$ cat config.mk
export PLATFORM = sky130hd
export DESIGN_NAME = pwm_gate_seq
export DESIGN_NICKNAME = d
export VERILOG_FILES = /design/src/rtl/pwm_gate_seq.sv
export SDC_FILE = /design/constraint.sdc
export NUM_CORES = 1
export LEC_CHECK = 0
export CAP_MARGIN = 20
export CORE_AREA = 3 3 40 42
export DETAILED_ROUTE_END_ITERATION = 10
export DIE_AREA = 0 0 43 45
export PLACE_DENSITY = 0.6
export SYNTH_ARGS = -nofsm -noshare
export SYNTH_HDL_FRONTEND = slang
export SYNTH_SLANG_ARGS = --single-unit
export TNS_END_PERCENT = 30
$ cat constraint.sdc
create_clock -name clk -period 1.63 [get_ports clk]
set_clock_uncertainty 0.1 [all_clocks]
set_input_delay 0.326 -clock clk [delete_from_list [all_inputs] [get_ports clk]]
set_output_delay 0.326 -clock clk [all_outputs]
set_load 0.005 [all_outputs]
$ cat src/rtl/pwm_gate_seq.sv
`timescale 1ns/1ps
module pwm_gate_seq #(
  parameter int DEAD_CYC   = 2,
  parameter int FULL_LIMIT = 20
) (
  input  logic clk,
  input  logic rst_n,
  input  logic cyc_start,
  input  logic half_tick,
  input  logic cmp_trip,
  input  logic ss_high,
  input  logic idle,
  output logic gh,
  output logic gl
);
  localparam int DW = $clog2(DEAD_CYC + 1);
  localparam int FW = $clog2(FULL_LIMIT + 1);

  logic          lat;
  logic          armed;
  logic [FW-1:0] full_cnt;
  logic [DW-1:0] dt;

  wire at_limit  = (full_cnt == FW'(FULL_LIMIT));
  wire force_clr = half_tick && lat && at_limit;
  wire want_h    = lat && !idle;
  wire want_l    = !lat && armed && !idle;

  always_ff @(posedge clk) begin
    if (!rst_n || idle)              lat <= 1'b0;
    else if (cmp_trip || force_clr)  lat <= 1'b0;
    else if (cyc_start)              lat <= 1'b1;
  end

  always_ff @(posedge clk) begin
    if (!rst_n || idle) full_cnt <= '0;
    else if (cyc_start) begin
      if (!lat)          full_cnt <= '0;
      else if (!at_limit) full_cnt <= full_cnt + 1'b1;
    end
  end

  always_ff @(posedge clk) begin
    if (!rst_n || idle)      armed <= 1'b0;
    else if (gh || ss_high)  armed <= 1'b1;
  end

  always_ff @(posedge clk) begin
    if (!rst_n) begin
      gh <= 1'b0;
      gl <= 1'b0;
      dt <= '0;
    end else if (gh && !want_h) begin
      gh <= 1'b0;
      dt <= DW'(DEAD_CYC);
    end else if (gl && !want_l) begin
      gl <= 1'b0;
      dt <= DW'(DEAD_CYC);
    end else begin
      if (dt != '0) dt <= dt - 1'b1;
      if (dt <= DW'(1)) begin
        if (want_h && !gl)      gh <= 1'b1;
        else if (want_l && !gh) gl <= 1'b1;
      end
    end
  end
endmodule

==> results <==
-- Yosys cell counts --
master / instances
nand3_1: 2
o21a_1: 2
nor3_2: 1
nor3_1: 4
and2_1: 1
a21o_1: 1
xnor2_1: 1
nor2b_1: 1
a211oi_1: 1
nor2_2: 1
or3b_4: 1
xor2_1: 1
mux2i_1: 1
o21ai_1: 2
inv_1: 4
nand2b_1: 2
nor2_1: 8
a21oi_1: 4
dfxtp_1: 11
o21ai_0: 1
nand2_1: 2
nand4_1: 2
ha_1: 2
or3b_1: 1
-- layout make-up --
type                            instances  area (sq um)  area share [%]
Tap cell                               15         18.77           2.885
Sequential cell                        11         221.5           34.04
Clock buffer                            4         26.28           4.038
Inverter                                4         15.01           2.308
Multi-Input combinational cell         42         259.0           39.81
Timing Repair Buffer                   12         110.1           16.92
-- report_power, final --
group	total, mW	switching [mW]	internal [mW]	leakage, nW
Sequential	0.277	0.00352	0.273	0.0896
Combinational	0.0481	0.0182	0.0299	0.141
Clock	0.180	0.0851	0.0948	0.0150
-- worst paths after layout --
check                                  from           to  slack (ns)  cells past startpoint
worst max-delay path                     gh           gh        0.05                      1
worst min-delay path                  dt[0]        dt[0]        0.32                      1
worst max register to register  full_cnt[0]  full_cnt[1]        0.19                      6
worst min register to register        dt[0]        dt[0]        0.32                      1
-- metrics by stage --
| stage | cells | power [mW] | TNS, ns | hold slack, ns |
|---|---|---|---|---|
| finish | 88 | 0.5047 | 0 | 0.3228 |
| detailed placement | 84 | 0.3313 | -0.05568 | 0.3152 |
| floorplan | 57 | 0.2999 | 0 | 0.2988 |
| CTS | 88 | 0.5126 | 0 | 0.3252 |
| global route | 88 | 0.5285 | 0 | 0.3433 |
| global placement | 84 | 0.3308 | -0.04225 | 0.3207 |
-- registers in the layout, indices dropped and copies added (netlist names) --
signal / count
armed: 1
gl: 1
gh: 1
lat: 1
dt: 2
full_cnt: 5
-- cells by family after synthesis --
logic type / count (synthesis) / share of synthesized area [%]
flops: 11 / 44.56
mux: 1 / 2.025
compound gates: 11 / 13.16
xor+xnor: 2 / 3.545
simple gates: 26 / 28.61
buf+inv: 4 / 3.037
fa+ha+maj: 2 / 5.062
-- layer usage --
metal | wire [um] | share of wire [%] | up-vias | global-route usage (%)
li1 | - | - | 226 | -
met1 | 419 | 43 | 202 | 12.96
met2 | 491 | 51 | 8 | 20.06
met3 | 44 | 4.6 | 2 | 2.789
met4 | 8 | 0.83 | 0 | 9.036
met5 | 0 | 0 | - | 0
-- what timing repair did --
| action | 4_1_cts | 5_1_grt |
|---|---|---|
| resized for setup | 1 | 0 |
| hold endpoints to repair | 0 | 0 |
| endpoints found under the setup margin | 1 | 0 |
==> metrics.csv <==
metric,value,unit
largest area contributor in the netlist,dfxtp_1,
P&R area growth vs syn,31.65,%
Pre-antenna DRT Iters,4,
die area,0.001935,sq mm
Initial Util,38.46,%
vias per cell,4.977,
Hold Crit Class,register to register,
status,"complete, no violations",
DR iter-0 viols,5,
worst slew pin tran,0.2571,ns
Post-Syn Area,494.2,sq um
post-CTS setup buffers,0,
Ys Warns,0,
Diodes inserted,0,
# DRC,0,
Rel. slew slack,82.74,%
CTS tree,built,
clock slew at reported path FFs,0.06,ns
"Data required, critical path",1.20,ns
core area,0.001285,sq mm
Synthesized Nets,66,
CP Class,register to output port,
vias post-DR,438,
largest net degree at the start of global routing,7,
Final Hold Fails,0,
P_leak,0.2458,nW
total routed wirelength,964,um
Synth Area per Inst,8.671,sq um
Row Count,13,
Peak VDD IR,0.4444,mV
number of global-route vias before repair,423,
IO Port Bufs,8,
dominant delay contributor by cell family on the critical path,buffers and inverters,
Cell variety after synth,24,
Final HPWL DP,755.2,um
die width,43,um
cell area after placement,623.1,sq um
global router's overall resource usage,11.88,%
CP Launch Type,register,
initial antenna violation count,0,
crit path max fanout,6,
RePlAce Congestion,0.7567,
IO Count,9,
unrepaired setup endpoints after global routing,false,
Final min period,1.580,ns
clock buffer depth,2,
Antenna Violating Nets Remaining,0,
Slew Limit Fails,0,
PD cells,775.7,mW/mm^2
hold_buf cts,0,
"Critical Path, Cell by Cell",clkdlybuf4s50_1,
fmax,0.6331,GHz
clock insertion delay at the later pin of the skew report,0.26,ns
share of the synthesized area in the top cell type,44.56,%
slowest CP cell,clkdlybuf4s50_1,
DP Worst Slack,-0.05469,ns
first-pass GRT wire length,1676,um
kind of end point of the critical path,output port,
Overflow after GRT,0,
H-tree depth,1,
total CTS buffers,3,
sum of buffers and inverters on the critical path,1,
#FFs+latches synth,11,
Routed WL per cell,10.95,um
# Max-Cap Violations,0,
top cells by area in the synthesized netlist,"dfxtp_1, nor2_1, ha_1, a21oi_1, nor3_1",
CP arrival,1.15,ns
"Largest stage delay, worst path",0.51,ns
Sink Count,11,
Finished Cell Area,650.6,sq um
"leading cell type in the layout, fill and taps excluded",dfxtp_1,
share of cells above drive strength 1,15.07,%
crit share post-route,96.91,%
Final setup viols,0,
Die Y,45,um
most frequent cells in the layout,"dfxtp_1, nor2_1, clkdlybuf4s50_1",
post-synthesis sequential area ratio,44.56,%
CTS root buffer,clkbuf_4,
final net count,83,
fillers,131,
Final Core Density,50.63,%
post-route setup slack,0.05040,ns
Syn Inst Count,57,
Note: power is estimated with default switching activity, not from simulation.
